### src/rtl/sar_seq_pkg.sv
// Package: shared types for the line-rate SAR sequencer.
// Assumes: nothing beyond IEEE 1800-2017.
package sar_seq_pkg;
    typedef enum logic {
        CONV_IDLE = 1'b0,
        CONV_RUN  = 1'b1
    } conv_state_e;
endpackage

### src/rtl/sar_stepper.sv
// Module: sar_stepper
// Runs the successive-approximation search. It starts at mid-scale on
// start and resolves one bit per step, MSB first. It exposes the
// combinational next code and a finish strobe, so a downstream holder
// can capture the result on the same edge at which the code settles.
// Assumes: start and step are single-cycle strobes in the clk domain,
// and start takes priority over step.
module sar_stepper #(
    parameter int CODE_W = 6
) (
    input  logic              clk,
    input  logic              rst_n,
    input  logic              start,
    input  logic              step,
    input  logic              cmp_ge,
    output logic [CODE_W-1:0] code,
    output logic [CODE_W-1:0] code_nx,
    output logic              fin
);
    import sar_seq_pkg::*;

    localparam int IDX_W = (CODE_W > 1) ? $clog2(CODE_W) : 1;
    localparam logic [CODE_W-1:0] MID = {1'b1, {(CODE_W-1){1'b0}}};

    conv_state_e      state;
    logic [IDX_W-1:0] idx;
    logic             advance;

    // Purpose: an active step is one that arrives while running and without a restart.
    assign advance = step && !start && (state == CONV_RUN);

    // Purpose: last step of the search, when the trial bit index is zero.
    assign fin = advance && (idx == '0);

    // Purpose: compute the next trial code (decide the current bit, set the next one).
    always_comb begin
        code_nx = code;
        if (!cmp_ge) begin
            code_nx[idx] = 1'b0;
        end
        if (idx != '0) begin
            code_nx[idx - IDX_W'(1)] = 1'b1;
        end
    end

    // Purpose: sequence state, bit index and code register.
    always_ff @(posedge clk) begin
        if (!rst_n) begin
            state <= CONV_IDLE;
            idx   <= '0;
            code  <= '0;
        end else if (start) begin
            state <= CONV_RUN;
            idx   <= IDX_W'(CODE_W - 1);
            code  <= MID;
        end else if (advance) begin
            code <= code_nx;
            if (idx == '0) begin
                state <= CONV_IDLE;
            end else begin
                idx <= idx - IDX_W'(1);
            end
        end
    end
endmodule

### src/rtl/line_word_buffer.sv
// Module: line_word_buffer
// Latches the peak flag at line start and assembles {peak, result} when a
// conversion finishes. It holds that word until the next line start
// releases it, which gives the one-line delay.
// Assumes: fin and start never coincide, since the stepper masks fin on start.
module line_word_buffer #(
    parameter int CODE_W = 6,
    parameter int WORD_W = CODE_W + 1
) (
    input  logic              clk,
    input  logic              rst_n,
    input  logic              start,
    input  logic              peak_in,
    input  logic              fin,
    input  logic [CODE_W-1:0] result,
    output logic              load_en,
    output logic [WORD_W-1:0] load_word
);
    logic              peak_cap;
    logic              pend;
    logic [WORD_W-1:0] hold;

    // Purpose: release the pending word to the serializer on a line start.
    assign load_en   = start && pend;
    assign load_word = hold;

    // Purpose: capture the peak flag, build the finished word and track that it is pending.
    always_ff @(posedge clk) begin
        if (!rst_n) begin
            peak_cap <= 1'b0;
            pend     <= 1'b0;
            hold     <= '0;
        end else if (start) begin
            peak_cap <= peak_in;
            pend     <= 1'b0;
        end else if (fin) begin
            hold <= {peak_cap, result};
            pend <= 1'b1;
        end
    end
endmodule

### src/rtl/word_serializer.sv
// Module: word_serializer
// Shifts a word out MSB first, one bit per step. The first bit is marked
// with a one-cycle valid strobe. A start always ends the word in progress.
// Assumes: load_en can only be high together with start.
module word_serializer #(
    parameter int WORD_W = 7
) (
    input  logic              clk,
    input  logic              rst_n,
    input  logic              start,
    input  logic              load_en,
    input  logic [WORD_W-1:0] load_word,
    input  logic              step,
    output logic              ser_data,
    output logic              word_valid
);
    localparam int CNT_W = $clog2(WORD_W + 1);

    logic [WORD_W-1:0] sh;
    logic [CNT_W-1:0]  left;

    // Purpose: present the current top bit while bits remain, else 0.
    assign ser_data = (left != '0) ? sh[WORD_W-1] : 1'b0;

    // Purpose: load, shift and count the serial word; pulse valid with the first bit.
    always_ff @(posedge clk) begin
        if (!rst_n) begin
            sh         <= '0;
            left       <= '0;
            word_valid <= 1'b0;
        end else if (start) begin
            word_valid <= load_en;
            if (load_en) begin
                sh   <= load_word;
                left <= CNT_W'(WORD_W);
            end else begin
                left <= '0;
            end
        end else begin
            word_valid <= 1'b0;
            if (step && (left != '0)) begin
                sh   <= {sh[WORD_W-2:0], 1'b0};
                left <= left - CNT_W'(1);
            end
        end
    end
endmodule

### src/rtl/sar_line_sequencer.sv
// Module: sar_line_sequencer (top)
// Per-line SAR converter controller: search stepper, one-line word buffer
// and serial output stage.
// Assumes: line_pulse and adc_tick are synchronous single-cycle strobes,
// and the external comparator settles between ticks.
module sar_line_sequencer #(
    parameter int CODE_W = 6
) (
    input  logic              clk,
    input  logic              rst_n,
    input  logic              line_pulse,
    input  logic              adc_tick,
    input  logic              cmp_ge,
    input  logic              peak_hit,
    output logic [CODE_W-1:0] dac_code,
    output logic              ser_data,
    output logic              word_valid
);
    localparam int WORD_W = CODE_W + 1;

    logic [CODE_W-1:0] code_nx;
    logic              fin;
    logic              load_en;
    logic [WORD_W-1:0] load_word;

    sar_stepper #(.CODE_W(CODE_W)) u_step (
        .clk     (clk),
        .rst_n   (rst_n),
        .start   (line_pulse),
        .step    (adc_tick),
        .cmp_ge  (cmp_ge),
        .code    (dac_code),
        .code_nx (code_nx),
        .fin     (fin)
    );

    line_word_buffer #(.CODE_W(CODE_W), .WORD_W(WORD_W)) u_buf (
        .clk       (clk),
        .rst_n     (rst_n),
        .start     (line_pulse),
        .peak_in   (peak_hit),
        .fin       (fin),
        .result    (code_nx),
        .load_en   (load_en),
        .load_word (load_word)
    );

    word_serializer #(.WORD_W(WORD_W)) u_ser (
        .clk        (clk),
        .rst_n      (rst_n),
        .start      (line_pulse),
        .load_en    (load_en),
        .load_word  (load_word),
        .step       (adc_tick),
        .ser_data   (ser_data),
        .word_valid (word_valid)
    );
endmodule

### config.mk
export PLATFORM = sky130hd
export DESIGN_NAME = sar_line_sequencer
export DESIGN_NICKNAME = d
export VERILOG_FILES = /design/src/rtl/sar_seq_pkg.sv /design/src/rtl/sar_stepper.sv /design/src/rtl/line_word_buffer.sv /design/src/rtl/word_serializer.sv /design/src/rtl/sar_line_sequencer.sv
export SDC_FILE = /design/constraint.sdc
export NUM_CORES = 1
export LEC_CHECK = 0
export BUFFER_PORTS_ARGS = -buffer_cell sky130_fd_sc_hd__buf_4
export CORE_MARGIN = 5
export CORE_UTILIZATION = 58
export DETAILED_ROUTE_END_ITERATION = 12
export GPL_TIMING_DRIVEN = 0
export PLACE_DENSITY_LB_ADDON = 0.25
export SYNTH_ARGS = -nofsm -noshare
export SYNTH_HDL_FRONTEND = slang
export SYNTH_SLANG_ARGS = --single-unit
### constraint.sdc
create_clock -name clk -period 2.1 [get_ports clk]
set_input_delay 0.42 -clock clk [delete_from_list [all_inputs] [get_ports clk]]
set_output_delay 0.42 -clock clk [all_outputs]
set_load 0.05 [all_outputs]
## Word level (Yosys, flattened, before mapping)

Cells that the tools add are included.

- Memories: 0
- Bits in latches: 0
- Memory bits (read-only): 0
- Output and inout port bits: 8
- Register bits after elaboration: 30
- Word-level logic and storage cells: 67
- RAM bits: 0

- Muxes and demuxes: 21
- Div/mod/pow operators: 0
- Shifts and indexed selects: 0
- Bitwise gates (word level): 6
- Equal/unequal tests: 2
- Magnitude comparators: 4
- Add/subtract/negate cells: 2
- Multipliers: 0
- Reductions and logical operators: 21

Operators with widths:

| operator | number |
|---|---|
| $mux 6 | 4 |
| $mux 7 | 3 |
| $mux 3 | 6 |
| $reduce_and 2->1 | 6 |
| $lt 3x4->1 const B | 2 |
| $logic_and 1x1->1 | 7 |
| $and 6x6->6 | 1 |
| $demux 1 s3 | 2 |
| $ge 3x1->1 const B | 2 |
| $mux 1 | 6 |
| $not 6->6 | 1 |
| $or 6x6->6 | 1 |
| $reduce_bool 2->1 | 3 |
| $reduce_bool 3->1 | 2 |
| $sub 3x1->3 const B | 2 |
| $logic_not 3->1 | 1 |
| $not 1->1 | 3 |
| $ne 2x1->1 const B | 1 |
| $ne 2x2->1 const B | 1 |
| $reduce_or 2->1 | 1 |
| $logic_not 1->1 | 1 |

## Logic depth before layout (Yosys ltp)

- Depth after elaboration: 11
- Mapped depth: 7

## By module

From an unflattened synthesis, not the netlist that was laid out.

- Cells, all modules: 174
- Area, all modules: 1581.5 um2

Modules (own cells, without submodules):

| module | sequential area each (um2) | area an instance (um2) | cells each | instances |
|---|---|---|---|---|
| sar_stepper | 200.2 | 653.1 | 79 | 1 |
| word_serializer | 220.2 | 563.0 | 57 | 1 |
| line_word_buffer | 180.2 | 365.4 | 38 | 1 |

## Worst setup path before layout

No wires, ideal clock.

- Path kind: flip-flop to output port
- Start: register u_ser.left[0]
- End: output port ser_data
- Buffers on the path: 0
- Cell stages (with the launch flop): 5
- Arrival time: 1.471 ns
- Required time: 1.680 ns
- Slack: 0.209 ns
- Path through: dfxtp_1 -> inv_1 -> ha_1 -> ha_1 -> nor2b_1

- Longest elaborated chain between the ends: 2

RTL lines:

| what | RTL line | RTL |
|---|---|---|
| start: declaration | word_serializer.sv:20 | `logic [CNT_W-1:0] left;` |
| start signal: assignment | word_serializer.sv:35 | `left <= CNT_W'(WORD_W);` |
| start signal: assignment | word_serializer.sv:43 | `left <= left - CNT_W'(1);` |
| $reduce_bool 3->1 | word_serializer.sv:23 | `assign ser_data = (left != '0) ? sh[WORD_W-1] : 1'b0;` |
| $mux 1 | word_serializer.sv:23 |  |
| end: declaration | sar_line_sequencer.sv:16 | `output logic ser_data,` |

Every way passes these cells.

## Worst setup path in the final report

Same ends and word-level chain as after synthesis.

==> results.toml <==
[global_routing]
grt-ovfl-total = 0
antenna_found_initial = 0
grt_max_degree = 11
grt_usage_pct = 21.6
grt_pass1_vias = 1216
grt_pass1_wl_um = 5910

[clock_network]
cts_tree = "done"
insertion_delay_ps = 340
htreeDepth = 2
numCtsBuffers = 5
path_clk_slew_ps = 100
clockBufferDepth = 2
post_cts_buffers = 0
clockRootBuffer = "clkbuf_4"
postCtsHoldBufs = 0
clock-sinks = 30
cts_resized = 0

[sta]
max_freq_mhz = 522
rsz0062_at_grt = "no"
setup_viol = 0
slew_violations = 0
finalCriticalPeriod_ps = 1920
timing.setup.tns_ps = 0
relSlewSlack_pct = 58.1
worst-slew-pin-transition_ps = 629
finalHoldViolCount = 0
fin_skew_ps = 11.7
post-route-period-util_pct = 91.2

[power_and_ir_drop]
clkPwrFrac_pct = 32.3
pwr-share-comb_pct = 14.8
peakVddDrop_v = 0.000607
seq_power_share_pct = 52.8
cellLeakagePower_uw = 0.000638
power_uw = 1140
p_per_area_nw_per_um2 = 660
switching_power_uw = 321
switching_share_pct = 28.3
internal-power_uw = 815

[finish]
n_antenna_cell = 0
final_common_cell = "dfxtp_1"
finalNetCount = 194
fillCellCount = 190
final_cell_mix = "dfxtp_1, a21oi_1, buf_4, nor2_1"
fin_util_pct = 68.8
final_cells = 215
layout-drive-gt1-share_pct = 22.7
syn2layout_area_growth_pct = 12.2

[yosys]
syn-cell-area_um2 = 1530
ys_ff_latch = 30
yosys_warnings = 0
yosysSeqAreaShare_pct = 39.2
async_flop_share_pct = 0
avgSynthCellArea_um2 = 9.29
syn-num-nets = 175
yosysUniqueCellTypes = 47
synth_cells = 165
synth_edf_count = 0
ys.flop_type = "dfxtp_1"

[floorplanning]
start_util_pct = 61.3
dieArea_um2 = 3770
die_h_um = 61.4
io_pins = 14
coreArea_um2 = 2500
die_x_um = 61.4
rows = 18

[placed_design]
port_buffers = 12
gp_congestion = 0.866
dp_cells = 207
place_hpwl_um = 2460

[critical_path]
worst-endpoint-arrival_ps = 1500
path_class = "register to primary output"
end_kind = "primary output"
critPathLaunchType = "register"
required_ps = 1680
crit_fanout = 5
cp_slowest_cell = "dfxtp_1"
crit_path_frequent_cell = "ha_1"
path_cells = "inv_1, ha_1, ha_1, nor2b_1, buf_4"
max_stage_delay_ps = 360

[route]
drtIter0Drc = 58
wl_um = 3350
first_pass_iters = 4
via_per_inst = 6.03
remaining_drc_errors = 0
antenna_left = 0
avgRoutedWirePerCell_um = 15.6
routed-via-count = 1296

[run]
cap_violations = 0

[min_path]
hold_path_class = "primary input to register"

[status]
status = "finished, final reports clean"
power by group through the flow:
| stage | logic [uW] | registers, uW | clock network, uW |
|---|---|---|---|
| CTS | 168 | 600 | 374 |
| detailed placement | 167 | 613 | 0 |
| floorplan | 122 | 617 | 0 |
| global route | 187 | 603 | 411 |
| global placement | 162 | 612 | 0 |
| finish | 168 | 600 | 367 |
registers in the layout, indices dropped and copies added (netlist names):
signal	count
u_ser.sh	7
u_ser.left	3
u_step.state	1
u_step.idx	3
u_ser.word_valid	1
u_buf.load_word	7
u_buf.peak_cap	1
u_step.code	6
u_buf.pend	1
cell type report:
type | count | area [um^2] | area share, %
well taps | 30 | 37.5 | 2.18
clock buffers | 7 | 55.1 | 3.20
multi-input cells | 116 | 826 | 48.0
flip-flops and latches | 30 | 601 | 34.9
repair buffers | 12 | 90.1 | 5.24
plain buffers | 12 | 80.1 | 4.65
inverters | 7 | 26.3 | 1.53
clock inverters | 1 | 5.00 | 0.291
worst max-delay path: cells and delay by family, from the launching register on:
family	cells	cell delay [ps]
buffers and inverters	2	250
DFF	1	360
and+or+nand+nor	1	120
adders and majority gates	2	430
metrics by stage:
step | setup slack, ps | instance area [um^2] | hold WS (ps)
CTS | 171 | 1720 | 319
global route | 107 | 1720 | 315
global placement | 361 | 1660 | 445
finish | 184 | 1720 | 330
detailed placement | 357 | 1660 | 463
floorplan | 209 | 1530 | 428
logic make-up (layout without fill, tap and decap cells):
group | after synthesis | in the layout | share of synthesized area [%]
mux | 7 | 7 | 4.57
fa+ha+maj | 4 | 4 | 3.27
xor+xnor | 1 | 1 | 0.572
compound gates | 54 | 54 | 25.1
simple gates | 50 | 50 | 20.4
buf+inv | 19 | 39 | 6.94
flops | 30 | 30 | 39.2
synth_stat cells, drive strengths merged (4+ instances only):
library cell,number,area share [%]
a211oi,7,5.4
a21oi,16,5.2
buf,10,4.7
dfxtp,30,39
ha,4,3.3
inv,7,1.7
mux2i,7,4.6
nand2,5,1.4
nand3,5,1.6
nor2,8,2.0
nor3,7,2.6
o2111ai,6,3.4
o211ai,4,2.3
o21ai,11,3.6
layer usage:
layer | global-route usage (%) | wire length (um) | vias up | part of all wire, %
met5 | 0 | 0 | - | 0
met2 | 34.6 | 1590 | 34 | 47
met4 | 8.18 | 53 | 0 | 1.6
met3 | 7.34 | 161 | 7 | 4.8
met1 | 26.9 | 1550 | 607 | 46
li1 | - | - | 648 | -
path summary, 6_finish.rpt:
| kind | startpoint | to | slack (ps) | cells past startpoint |
|---|---|---|---|---|
| setup / recovery | u_ser.left[0]$_SDFFE_PN0P_ | ser_data | 180 | 5 |
| hold / removal | peak_hit | u_buf.peak_cap$_SDFFE_PN0P_ | 330 | 3 |
| setup reg to reg | u_ser.left[0]$_SDFFE_PN0P_ | u_ser.sh[3]$_SDFFE_PN0P_ | 330 | 7 |
| hold reg to reg | u_buf.peak_cap$_SDFFE_PN0P_ | u_buf.load_word[6]$_SDFFE_PN0P_ | 480 | 2 |
No activity file was read; power rests on OpenSTA's default activity.
